## src/rtl/kpe_pkg.sv

```systemverilog
package kpe_pkg;
   // Angle constants kept at 30 fractional bits, rescaled per instance.
   localparam int     ANG_FRAC = 30;
   localparam longint PI_Q30   = 64'sd3373259426;
   localparam longint KINV_Q30 = 64'sd652032874;

   function automatic longint atan_q30(input int idx);
      case (idx)
         0:  return 64'sd843314857;
         1:  return 64'sd497837829;
         2:  return 64'sd263043838;
         3:  return 64'sd133525159;
         4:  return 64'sd67021687;
         5:  return 64'sd33543516;
         6:  return 64'sd16775851;
         7:  return 64'sd8388437;
         8:  return 64'sd4194283;
         9:  return 64'sd2097149;
         10: return 64'sd1048576;
         11: return 64'sd524288;
         12: return 64'sd262144;
         13: return 64'sd131072;
         default: return 64'sd0;
      endcase
   endfunction

   function automatic longint rescale(input longint v, input int frac);
      return (v + (longint'(1) <<< (ANG_FRAC - frac - 1))) >>> (ANG_FRAC - frac);
   endfunction
endpackage

```

## src/rtl/kpe_cordic.sv

```systemverilog
module kpe_cordic #(
   parameter int W    = 16,
   parameter int FRAC = 13,
   parameter int ITER = 14
) (
   input  logic                clk,
   input  logic                rst_n,
   input  logic                start_i,
   input  logic [W-1:0]        a_i,
   input  logic [W-1:0]        b_i,
   output logic signed [W-1:0] sin_o,
   output logic signed [W-1:0] cos_o,
   output logic                valid_o
);
   localparam int ZW   = W + 1;
   localparam int GF   = FRAC + 2;
   localparam int IW   = FRAC + 5;
   localparam int CNTW = $clog2(ITER);
   localparam logic signed [ZW-1:0] PI_Z   = ZW'(kpe_pkg::rescale(kpe_pkg::PI_Q30, FRAC));
   localparam logic signed [ZW-1:0] TWOPI  = ZW'(2 * kpe_pkg::rescale(kpe_pkg::PI_Q30, FRAC));
   localparam logic signed [ZW-1:0] HALFPI = ZW'(kpe_pkg::rescale(kpe_pkg::PI_Q30 / 2, FRAC));
   localparam logic signed [IW-1:0] KPOS   = IW'(kpe_pkg::rescale(kpe_pkg::KINV_Q30, GF));
   localparam logic signed [IW-1:0] KNEG   = -KPOS;
   localparam logic signed [IW-1:0] RND    = 2;
   localparam logic [CNTW-1:0]      LAST   = CNTW'(ITER - 1);

   logic signed [ZW-1:0] atan_v [2**CNTW];
   for (genvar g = 0; g < 2**CNTW; g++) begin : g_atan
      assign atan_v[g] = (g < ITER) ? ZW'(kpe_pkg::rescale(kpe_pkg::atan_q30(g), FRAC)) : '0;
   end

   logic signed [ZW-1:0] raw_d, wrap_d, z_init;
   logic signed [IW-1:0] x_init;
   always_comb begin
      raw_d = $signed({b_i[W-1], b_i}) - $signed({a_i[W-1], a_i});
      if (raw_d > PI_Z)        wrap_d = raw_d - TWOPI;
      else if (raw_d < -PI_Z)  wrap_d = raw_d + TWOPI;
      else                     wrap_d = raw_d;
      if (wrap_d > HALFPI)       begin z_init = wrap_d - PI_Z; x_init = KNEG; end
      else if (wrap_d < -HALFPI) begin z_init = wrap_d + PI_Z; x_init = KNEG; end
      else                       begin z_init = wrap_d;        x_init = KPOS; end
   end

   logic signed [IW-1:0] x_q, y_q, x_n, y_n;
   logic signed [ZW-1:0] z_q, z_n;
   logic [CNTW-1:0]      cnt_q;
   logic                 run_q, valid_q;

   always_comb begin
      if (z_q[ZW-1]) begin
         x_n = x_q + (y_q >>> cnt_q);
         y_n = y_q - (x_q >>> cnt_q);
         z_n = z_q + atan_v[cnt_q];
      end else begin
         x_n = x_q - (y_q >>> cnt_q);
         y_n = y_q + (x_q >>> cnt_q);
         z_n = z_q - atan_v[cnt_q];
      end
   end

   always_ff @(posedge clk or negedge rst_n) begin
      if (!rst_n) begin
         x_q <= '0; y_q <= '0; z_q <= '0;
         cnt_q <= '0; run_q <= 1'b0; valid_q <= 1'b0;
      end else begin
         valid_q <= 1'b0;
         if (start_i) begin
            x_q <= x_init; y_q <= '0; z_q <= z_init;
            cnt_q <= '0; run_q <= 1'b1;
         end else if (run_q) begin
            x_q <= x_n; y_q <= y_n; z_q <= z_n;
            cnt_q <= cnt_q + CNTW'(1);
            if (cnt_q == LAST) begin
               run_q   <= 1'b0;
               valid_q <= 1'b1;
            end
         end
      end
   end

   logic signed [IW-1:0] x_rnd, y_rnd;
   assign x_rnd   = (x_q + RND) >>> 2;
   assign y_rnd   = (y_q + RND) >>> 2;
   assign sin_o   = W'(y_rnd);
   assign cos_o   = W'(x_rnd);
   assign valid_o = valid_q;

   AST_REDUCED_ANGLE: assert property (@(posedge clk) disable iff (!rst_n)
      start_i |=> (z_q <= HALFPI && z_q >= -HALFPI));
   AST_NO_RESTART: assert property (@(posedge clk) disable iff (!rst_n)
      start_i |-> !run_q);
   AST_RESIDUAL: assert property (@(posedge clk) disable iff (!rst_n)
      valid_q |-> (z_q <= 8 && z_q >= -8));
endmodule

```

## src/rtl/kpe_chan_acc.sv

```systemverilog
module kpe_chan_acc #(
   parameter int N        = 4,
   parameter int W        = 16,
   parameter int MU_SHIFT = 1,
   parameter int KSW      = 4
) (
   input  logic                clk,
   input  logic                rst_n,
   input  logic                wr_i,
   input  logic [N*W-1:0]      row_i,
   input  logic [KSW-1:0]      k_shift_i,
   output logic signed [W-1:0] word_o
);
   localparam int LOG2N = $clog2(N);
   localparam int SW    = W + LOG2N + 1;
   localparam logic signed [SW:0]  MAXV = (SW+1)'((1 << (W-1)) - 1);
   localparam logic signed [SW:0]  MINV = -MAXV - 1;
   localparam logic signed [W-1:0] MAXW = W'((1 << (W-1)) - 1);

   logic signed [SW-1:0] acc, delta;
   logic signed [SW:0]   sum_n;
   logic signed [W-1:0]  word_q, word_n;

   always_comb begin
      acc = '0;
      for (int j = 0; j < N; j++) acc = acc + SW'($signed(row_i[j*W +: W]));
      delta = acc >>> (int'(k_shift_i) + MU_SHIFT + LOG2N);
      sum_n = (SW+1)'(delta) + (SW+1)'(word_q);
      if (sum_n > MAXV)      word_n = MAXW;
      else if (sum_n < MINV) word_n = -MAXW - 1;
      else                   word_n = W'(sum_n);
   end

   always_ff @(posedge clk or negedge rst_n) begin
      if (!rst_n)    word_q <= '0;
      else if (wr_i) word_q <= word_n;
   end

   assign word_o = word_q;

   AST_SAT_HOLD: assert property (@(posedge clk) disable iff (!rst_n)
      (wr_i && word_q == MAXW && !delta[SW-1]) |=> word_q == MAXW);
endmodule

```

## src/rtl/kuramoto_phase_engine.sv

```systemverilog
module kuramoto_phase_engine #(
   parameter int N_CH     = 4,
   parameter int W        = 16,
   parameter int FRAC     = 13,
   parameter int ITER     = 14,
   parameter int MU_SHIFT = 1,
   parameter int KSW      = 4
) (
   input  logic              clk,
   input  logic              rst_n,
   input  logic              tick_i,
   input  logic [N_CH*W-1:0] est_phase_i,
   input  logic [KSW-1:0]    k_shift_i,
   output logic [N_CH*W-1:0] dly_word_o,
   output logic              done_o,
   output logic [W-1:0]      coherence_o
);
   localparam int NPAIR = N_CH * (N_CH - 1) / 2;
   localparam int LOG2N = $clog2(N_CH);
   localparam int ONE   = 1 << FRAC;
   localparam int CSW   = W + $clog2(NPAIR) + 2;

   if (N_CH < 2 || (N_CH & (N_CH - 1)) != 0) begin : g_bad_n
      $error("N_CH must be a power of two of at least 2");
   end
   if (W - FRAC < 3) begin : g_bad_w
      $error("W must leave three integer bits above FRAC");
   end
   if (ITER < 10 || ITER > 14) begin : g_bad_iter
      $error("ITER must lie in 10..14");
   end
   if (FRAC < 8 || FRAC > 27) begin : g_bad_frac
      $error("FRAC must lie in 8..27");
   end

   logic                busy_q, wr_q, done_q, start, all_valid;
   logic [KSW-1:0]      k_q;
   logic [NPAIR-1:0]    vld;
   logic signed [W-1:0] cos_p [NPAIR];
   logic [N_CH*W-1:0]   row   [N_CH];

   assign start     = tick_i && !busy_q;
   assign all_valid = &vld;

   for (genvar i = 0; i < N_CH; i++) begin : g_i
      for (genvar j = 0; j < N_CH; j++) begin : g_j
         if (j > i) begin : g_pair
            localparam int P = i*N_CH - (i*(i+1))/2 + (j-i-1);
            logic signed [W-1:0] s_w;
            kpe_cordic #(.W(W), .FRAC(FRAC), .ITER(ITER)) u_cordic (
               .clk(clk), .rst_n(rst_n), .start_i(start),
               .a_i(est_phase_i[i*W +: W]), .b_i(est_phase_i[j*W +: W]),
               .sin_o(s_w), .cos_o(cos_p[P]), .valid_o(vld[P]));
            assign row[i][j*W +: W] = s_w;
            assign row[j][i*W +: W] = -s_w;
         end else if (j == i) begin : g_diag
            assign row[i][i*W +: W] = '0;
         end
      end
   end

   for (genvar c = 0; c < N_CH; c++) begin : g_ch
      logic signed [W-1:0] w_c;
      kpe_chan_acc #(.N(N_CH), .W(W), .MU_SHIFT(MU_SHIFT), .KSW(KSW)) u_acc (
         .clk(clk), .rst_n(rst_n), .wr_i(all_valid), .row_i(row[c]),
         .k_shift_i(k_q), .word_o(w_c));
      assign dly_word_o[c*W +: W] = w_c;
   end

   logic signed [CSW-1:0] csum, ctot, cscl;
   logic [W-1:0]          coh_n, coh_q;
   always_comb begin
      csum = '0;
      for (int p = 0; p < NPAIR; p++) csum = csum + CSW'(cos_p[p]);
      ctot  = CSW'(N_CH * ONE) + (csum <<< 1);
      cscl  = ctot >>> (2 * LOG2N);
      coh_n = cscl[CSW-1] ? '0 : W'(cscl);
   end

   always_ff @(posedge clk or negedge rst_n) begin
      if (!rst_n) begin
         busy_q <= 1'b0; wr_q <= 1'b0; done_q <= 1'b0;
         k_q <= '0; coh_q <= '0;
      end else begin
         wr_q   <= all_valid;
         done_q <= wr_q;
         if (start) begin
            busy_q <= 1'b1;
            k_q    <= k_shift_i;
         end else if (all_valid) begin
            busy_q <= 1'b0;
         end
         if (all_valid) coh_q <= coh_n;
      end
   end

   assign done_o      = done_q;
   assign coherence_o = coh_q;

   AST_WORDS_HOLD: assert property (@(posedge clk) disable iff (!rst_n)
      !all_valid |=> $stable(dly_word_o));
   AST_DONE_FOLLOWS: assert property (@(posedge clk) disable iff (!rst_n)
      all_valid |=> ##1 done_o);
   AST_DONE_PULSE: assert property (@(posedge clk) disable iff (!rst_n)
      done_o |=> !done_o);
   AST_COH_HOLD: assert property (@(posedge clk) disable iff (!rst_n)
      !all_valid |=> $stable(coherence_o));
endmodule

```

## config.mk

```make
export PLATFORM = sky130hd
export DESIGN_NAME = kuramoto_phase_engine
export DESIGN_NICKNAME = d
export VERILOG_FILES = /design/src/rtl/kpe_pkg.sv /design/src/rtl/kpe_cordic.sv /design/src/rtl/kpe_chan_acc.sv /design/src/rtl/kuramoto_phase_engine.sv
export SDC_FILE = /design/constraint.sdc
export NUM_CORES = 2
export LEC_CHECK = 0
export BUFFER_PORTS_ARGS = -buffer_cell sky130_fd_sc_hd__buf_2
export CAP_MARGIN = 5
export CORE_MARGIN = 5
export CORE_UTILIZATION = 65
export CTS_BUF_LIST = sky130_fd_sc_hd__clkbuf_8 sky130_fd_sc_hd__clkbuf_16
export DETAILED_ROUTE_END_ITERATION = 10
export PLACE_DENSITY = 0.89
export SYNTH_ARGS = -nofsm -noshare
export SYNTH_HDL_FRONTEND = slang
export SYNTH_SLANG_ARGS = --single-unit
```

## constraint.sdc

```tcl
create_clock -name clk -period 10.1 [get_ports clk]
set_clock_uncertainty 0.05 [all_clocks]
set_input_delay 0.505 -clock clk [delete_from_list [all_inputs] [get_ports clk]]
set_output_delay 0.505 -clock clk [all_outputs]
set_load 0.01 [all_outputs]
```

[Word level (Yosys, flattened, before mapping)]
Memory sizes are Yosys's and may differ from the RTL's.
Cells that the tools add are included.
Operators by class
  reduce and logical (&&, ||, !) cells: 10
  shift operators: 16
  muxes and demuxes: 161
  $add $sub $neg: 110
  bitwise operators: 6
  equality and inequality tests: 6
  order comparisons: 38
Operator list (count)
  $mux W17: 54
  $mux W18: 48
  $add A18 B18 Y18: 12
  $add A18 B3 Y18 const B: 12
  $sshr A18 B4 Y18: 12
  $sub A18 B18 Y18: 12
  $mux W16: 9
  $sshr A19 B32 Y19: 4
  $add A17 B16 Y17 const B: 6
  $add A17 B17 Y17: 6
  $add A17 B17 Y17 const B: 6
  $gt A17 B15 Y1 const B: 6
  $gt A17 B16 Y1 const B: 6
  $lt A17 B15 Y1 const B: 6
  $lt A17 B16 Y1 const B: 6
  $sub A16 B16 Y17: 6
  $sub A17 B16 Y17 const B: 6
  $sub A17 B17 Y17: 6
  $sub A17 B17 Y17 const B: 6
  $add A19 B16 Y20: 5
  $neg A16 Y16: 6
  $add A17 B16 Y18: 5
  $add A16 B16 Y17: 5
  $gt A20 B16 Y1 const B: 4
  other kinds (16): 93
Word-level totals
  bits in read-only memories: 1632
  output and inout bits: 81
  memories: 6
  input bits: 71
  logic and storage cells: 398
  flip-flop bits (word level): 441
Memories
  (no name shown): words 16, width 17, rd ports 1, clocked after memory_dff 0, write ports 0, line kpe_cordic.sv:53  | z_n = z_q + atan_v[cnt_q];
  (no name shown): words 16, width 17, rd ports 1, clocked after memory_dff 0, write ports 0, line kpe_cordic.sv:53
  (no name shown): words 16, width 17, rd ports 1, clocked after memory_dff 0, write ports 0, line kpe_cordic.sv:53
  (no name shown): words 16, width 17, rd ports 1, clocked after memory_dff 0, write ports 0, line kpe_cordic.sv:53
  (no name shown): words 16, width 17, rd ports 1, clocked after memory_dff 0, write ports 0, line kpe_cordic.sv:53
  (no name shown): words 16, width 17, rd ports 1, clocked after memory_dff 0, write ports 0, line kpe_cordic.sv:53

[Longest topological paths before layout]
  depth in word-level cells: 9
  gate-level depth with buffers: 45
  gate-level depth less buffers: 44

[Cells and area by module]
From an unflattened synthesis, not the netlist that was laid out.
Second synthesis, totals
  cell total of the unflattened synthesis: 11284
  area total of the unflattened synthesis: 86097.6 um^2
By module, submodules not included
  kpe_cordic (g_i[0].g_j[3].g_pair.u_cordic ...): cells an instance 1379, sequential area each 1476.4 um^2, instances 4, area an instance 10378.7 um^2
  kpe_chan_acc (g_ch[0].u_acc ...): cells an instance 584, sequential area each 400.4 um^2, instances 3, area an instance 4608.2 um^2
  kpe_cordic (g_i[0].g_j[1].g_pair.u_cordic): cells an instance 1417, sequential area each 1476.4 um^2, instances 1, area an instance 10582.6 um^2
  kpe_cordic (g_i[0].g_j[2].g_pair.u_cordic): cells an instance 1331, sequential area each 1476.4 um^2, instances 1, area an instance 10212.3 um^2
  kuramoto_phase_engine: cells an instance 659, sequential area each 575.6 um^2, instances 1, area an instance 5227.5 um^2
  kpe_chan_acc (g_ch[3].u_acc): cells an instance 609, sequential area each 400.4 um^2, instances 1, area an instance 4735.8 um^2

[Worst setup path before layout]
Ideal clock, no wire load.
  path kind: register to register
  start: register g_i[1].g_j[3].g_pair.u_cordic.y_q[1]
  end: register g_ch[3].u_acc.word_q[5]
  arrival time: 8.934 ns
  required time: 9.985 ns
  library setup time: 0.065 ns
  cell stages (with the launch flop): 40
  slack: 1.051 ns
  path through: dfrtp_1 ha_1 xnor2_1 ha_1 xor2_1 fa_1 fa_1 a21o_1 a21oi_1 o21bai_1 a21oi_1 o21bai_1 a21oi_1 nor2b_1 o21a_1 o41ai_1 o21ai_0 xor2_1 (+4 left out) o21ai_0 fa_1 a21oi_1 o21bai_1 a21o_1 a21o_1 a21oi_1 o21ai_0 o41ai_1 o2111ai_1 a21oi_1 mux2_2 nand2_1 nor2_1 o32a_1 clkbuf_1 o211ai_1 o21a_1
On the way
  word-level cells in the longest chain between the ends: 9
  elaborated cells on any way between the ends: 10
  classes of those cells: add/sub (5); order compare (2); shift (1); mux (2)
Ends and longest elaborated chain
  from (decl): line kpe_cordic.sv:44  | logic signed [IW-1:0] x_q, y_q, x_n, y_n;
  from (signal assigned): line kpe_cordic.sv:71  | x_q <= x_n; y_q <= y_n; z_q <= z_n;
  $add A18 B3 Y18 *: line kpe_cordic.sv:83  | assign y_rnd = (y_q + RND) >>> 2;
  $neg A16 Y16 *: line kuramoto_phase_engine.sv:55  | assign row[j][i*W +: W] = -s_w;
  $add A16 B16 Y17 *: line kpe_chan_acc.sv:26  | for (int j = 0; j < N; j++) acc = acc + SW'($signed(row_i[j*W +: W]));
  $add A17 B16 Y18 *: line kpe_chan_acc.sv:26
  $sshr A19 B32 Y19 *: line kpe_chan_acc.sv:27  | delta = acc >>> (int'(k_shift_i) + MU_SHIFT + LOG2N);
  $add A19 B16 Y20 *: line kpe_chan_acc.sv:28  | sum_n = (SW+1)'(delta) + (SW+1)'(word_q);
  $lt A20 B16 Y1: line kpe_chan_acc.sv:30  | else if (sum_n < MINV) word_n = -MAXW - 1;
  $mux W16: line kpe_chan_acc.sv:30
  $mux W16 *: line kpe_chan_acc.sv:29  | if (sum_n > MAXV) word_n = MAXW;
  to (signal assigned): line kpe_chan_acc.sv:36  | else if (wr_i) word_q <= word_n;
  to (decl): line kpe_chan_acc.sv:22  | logic signed [W-1:0] word_q, word_n;
Every way passes the cells marked *; elsewhere a longest branch is shown, timed or not.
A chain may end at the register's enable or synchronous reset.

[Final worst setup path]
  start: register g_i[0].g_j[3].g_pair.u_cordic.y_q[2]
  end: register g_ch[0].u_acc.word_q[3]
On the way
  word-level cells in the longest chain between the ends: 7
  elaborated cells on any way between the ends: 8
  classes of those cells: add/sub (3); order compare (2); shift (1); mux (2)
Ends and longest elaborated chain (line)
  from (decl): kpe_cordic.sv:44
  from (signal assigned): kpe_cordic.sv:71
  $add A18 B3 Y18 *: kpe_cordic.sv:83
  $add A17 B16 Y18 *: kpe_chan_acc.sv:26
  $sshr A19 B32 Y19 *: kpe_chan_acc.sv:27
  $add A19 B16 Y20 *: kpe_chan_acc.sv:28
  $lt A20 B16 Y1: kpe_chan_acc.sv:30
  $mux W16: kpe_chan_acc.sv:30
  $mux W16 *: kpe_chan_acc.sv:29
  to (signal assigned): kpe_chan_acc.sv:36
  to (decl): kpe_chan_acc.sv:22
Marks and branches as above.

==> summary.txt <==
Outcome
  – Status: complete, no violations

Timing
  – Slew headroom: 14.3%
  – Slew Limit Fails: 0
  – Final hold violation count: 0
  – Setup violators final: 0
  – Setup ws final: 0.587 ns
  – Min Tclk post-route: 9.51 ns
  – Fmax: 0.105 GHz
  – Measured slew at the worst slew-check pin: 1.28 ns
  – Tcrit/Tclk final: 94.2%

Drt
  – Drt first pass iters: 8
  – DR iter-0 viols: 7862
  – Residual DRC: 0
  – Final ANT Viol Nets: 0
  – Total Wirelength: 247000 µm
  – WL per Instance: 21.5 µm
  – Vias: 76300
  – Via/cell ratio: 6.64

Setup path
  – Crit Path Class: register to register
  – Setup crit end kind: register
  – Startpoint type of the worst setup path: register
  – Worst EP arrival: 9.98 ns
  – Cell mode on critical path: a21oi_1
  – CP startpoint: g_i[0].g_j[3].g_pair.u_cordic.y_q[2]
  – Max FO, Critical Path: 15
  – Worst path max stage delay: 0.69 ns
  – Slowest CP cell: a2111oi_0
  – Worst r2r src: g_i[0].g_j[3].g_pair.u_cordic.y_q[2]
  – Worst EP required: 10.57 ns

Yosys
  – FFs w/ async S/R, synth: 100%
  – Cell area after synthesis: 76700 µm²
  – Ys Warns: 0
  – Syn Nets: 11000
  – Post-Synth XOR/XNOR Area: 12.5%
  – Adder-Cell Fraction of Synth Area: 15.2%
  – Seq/Total Area, Yosys: 14.4%
  – Multiplexer share of the synthesized area: 9.96%
  – Post-synth EDFFs: 0
  – Syn_area_per_cell: 7.62 µm²
  – Synth Area in Compound Gates: 23.4%
  – Prevailing post-synth register cell: dfrtp_1
  – Largest family of logic cells by synthesized area: compound AO/OA/AOI/OAI gates
  – Cell count after synthesis: 10100
  – #FFs+latches synth: 441
  – Synth cell types: 112
  – Simple-Gate Fraction of Synth Area: 19.3%

Die
  – Die width: 353 µm
  – # rows: 126
  – Initial Util: 65.2%
  – Die area: 125000 µm²
  – Die height: 353 µm
  – I/O pins: 152
  – Core area: 118000 µm²

Layout
  – Commonest non-fill, non-tap cell in the layout: nor2_1
  – Area added between synthesis and finish: 5.26%
  – Share of layout cells above drive strength 1: 7.95%
  – Post-Route Utilization: 68.6%
  – Net count, final: 10800
  – Most frequent cells in the layout: 1035 x nor2_1, 964 x nand2_1, 896 x a21oi_1

Clock network
  – H-tree levels: 2
  – CTS tree: done
  – Clock sinks: 441
  – Clock tree buffer depth: 3
  – CTS buffer count: 54
  – Clock-pin slew on the worst setup and hold paths: 0.06 ns
  – Root buffer cell: clkbuf_16
  – Clock Latency Late Sink: 0.68 ns

GRT
  – Total grt overflow: 0
  – Gr usage total: 37.6%
  – Global-route wire length before repair: 390000 µm
  – Initial antenna violation count: 3
  – Largest net degree at the start of global routing: 128
  – Vias in the first global route: 73300

Min path
  – HP Class: primary input to register
  – Hold Startpoint: k_shift_i[3]

Place
  – GP Congestion: 1.07
  – Port buffer count: 151
  – Post-DP HPWL: 191000 µm
  – Pre-CTS setup slack: -0.0800 ns

Run
  – Max-cap violations: 0
-- path summary, 6_finish.rpt --
| kind | slack, ns | depth (start not counted) | end |
|---|---|---|---|
| min | 0.03 | 3 | k_q[3] |
| min in group asynchronous | 0.35 | 2 | k_q[0] |
| max reg2reg | 0.59 | 37 | g_ch[0].u_acc.word_o[3] |
| min reg2reg | 0.31 | 0 | done_o |
| max | 0.59 | 37 | g_ch[0].u_acc.word_o[3] |
| max in group asynchronous | 7.50 | 4 | g_i[2].g_j[3].g_pair.u_cordic.run_q |
-- flip-flops by register name, summed over array words and instances, names as in the netlist --
signal / cells
g_i.g_j.g_pair.u_cordic.x_q: 108
g_i.g_j.g_pair.u_cordic.y_q: 108
g_i.g_j.g_pair.u_cordic.z_q: 102
g_ch.u_acc.word_o: 64
g_i.g_j.g_pair.u_cordic.cnt_q: 24
coherence_o: 16
g_i.g_j.g_pair.u_cordic.run_q: 6
g_i.g_j.g_pair.u_cordic.valid_o: 6
k_q: 4
busy_q: 1
done_o: 1
wr_q: 1
-- area by class of cell --
cell class	instances	area, µm²
Clock inverter	36	415
Clock buffer	66	1540
Multi-Input combinational cell	8558	61900
Inverter	570	2140
Fill cell	9579	36900
Timing Repair Buffer	279	1770
Sequential cell	441	11100
Antenna cell	2	5.00
Tap cell	1536	1920
-- metrics by stage --
step / cells / hold WS, ns / area [µm²] / setup TNS (ns)
final: 11500 / 0.0273 / 80700 / 0
after global routing: 11500 / 0.0402 / 80700 / -0.0594
after CTS: 11500 / 0.00173 / 80400 / 0
after detailed placement: 11400 / 0.300 / 78500 / -0.591
after global placement: 11400 / 0.285 / 78500 / 0
after floorplan: 10100 / 0.159 / 76700 / 0
-- cells by family (layout without fill, tap and decap cells) --
| logic type | after synthesis | after routing |
|---|---|---|
| and+or+nand+nor | 3219 | 3219 |
| AOI/OAI and AO/OA | 2798 | 2798 |
| xor gates and xnor gates | 1090 | 1090 |
| buffers and inverters | 1063 | 951 |
| adders and majority gates | 833 | 833 |
| muxes | 618 | 618 |
| DFF | 441 | 441 |
| other | 0 | 2 |
-- critical path, delay by kind of cell (launching register included) --
family                   cells  cell delay [ns]
adder cells (fa/ha/maj)      4             1.48
XOR/XNOR                     2             0.75
flip-flops                   1             0.46
multiplexers                 1             0.23
AO/OA/AOI/OAI               25             5.77
AND/OR/NAND/NOR              5             0.62
-- synth_stat cells, drive strengths merged, types with 37 or more instances --
| master | instances | area, µm² |
|---|---|---|
| or3 | 58 | 363 |
| nand2 | 966 | 3640 |
| nand4 | 71 | 444 |
| xor2 | 307 | 2690 |
| a21o | 146 | 1100 |
| a31oi | 104 | 663 |
| o211ai | 99 | 748 |
| nor2b | 139 | 870 |
| and2 | 74 | 463 |
| xnor2 | 782 | 6850 |
| ha | 674 | 8430 |
| clkbuf | 363 | 1370 |
| mux2 | 97 | 1090 |
| nor2 | 1039 | 3900 |
| mux4 | 106 | 2390 |
| nor3 | 205 | 1040 |
| o22ai | 54 | 375 |
| o21a | 115 | 863 |
| nand2b | 101 | 632 |
| and3 | 117 | 737 |
| a22oi | 37 | 288 |
| mux2i | 415 | 4150 |
| buf | 130 | 551 |
| a21oi | 905 | 4540 |
| or2 | 49 | 307 |
| o21ai | 583 | 2930 |
| a211oi | 124 | 946 |
| o21bai | 138 | 1040 |
| a21boi | 50 | 375 |
| fa | 159 | 3180 |
| inv | 563 | 2110 |
| nand3 | 250 | 1250 |
| dfrtp | 441 | 11000 |
| o31ai | 50 | 395 |
-- timing repair --
item	CTS	global route
pin swaps	0	1
hold buffers	1	0
resized for setup	1	50
buffers inserted	0	1
hold endpoints to repair	68	0
setup endpoints to repair	13	60
-- per-layer routing --
| layer | global-route usage (%) | up-vias | part of all wire, % |
|---|---|---|---|
| met2 | 61.8 | 3716 | 45 |
| met4 | 24.4 | 2 | 7.7 |
| met3 | 5.80 | 937 | 8.1 |
| met5 | 0 | - | 0.0053 |
| met1 | 46.2 | 36100 | 39 |
| li1 | - | 35600 | - |
Power is not shown: default switching activity piles up to over one toggle a cycle in this logic, so the estimate is an artifact.
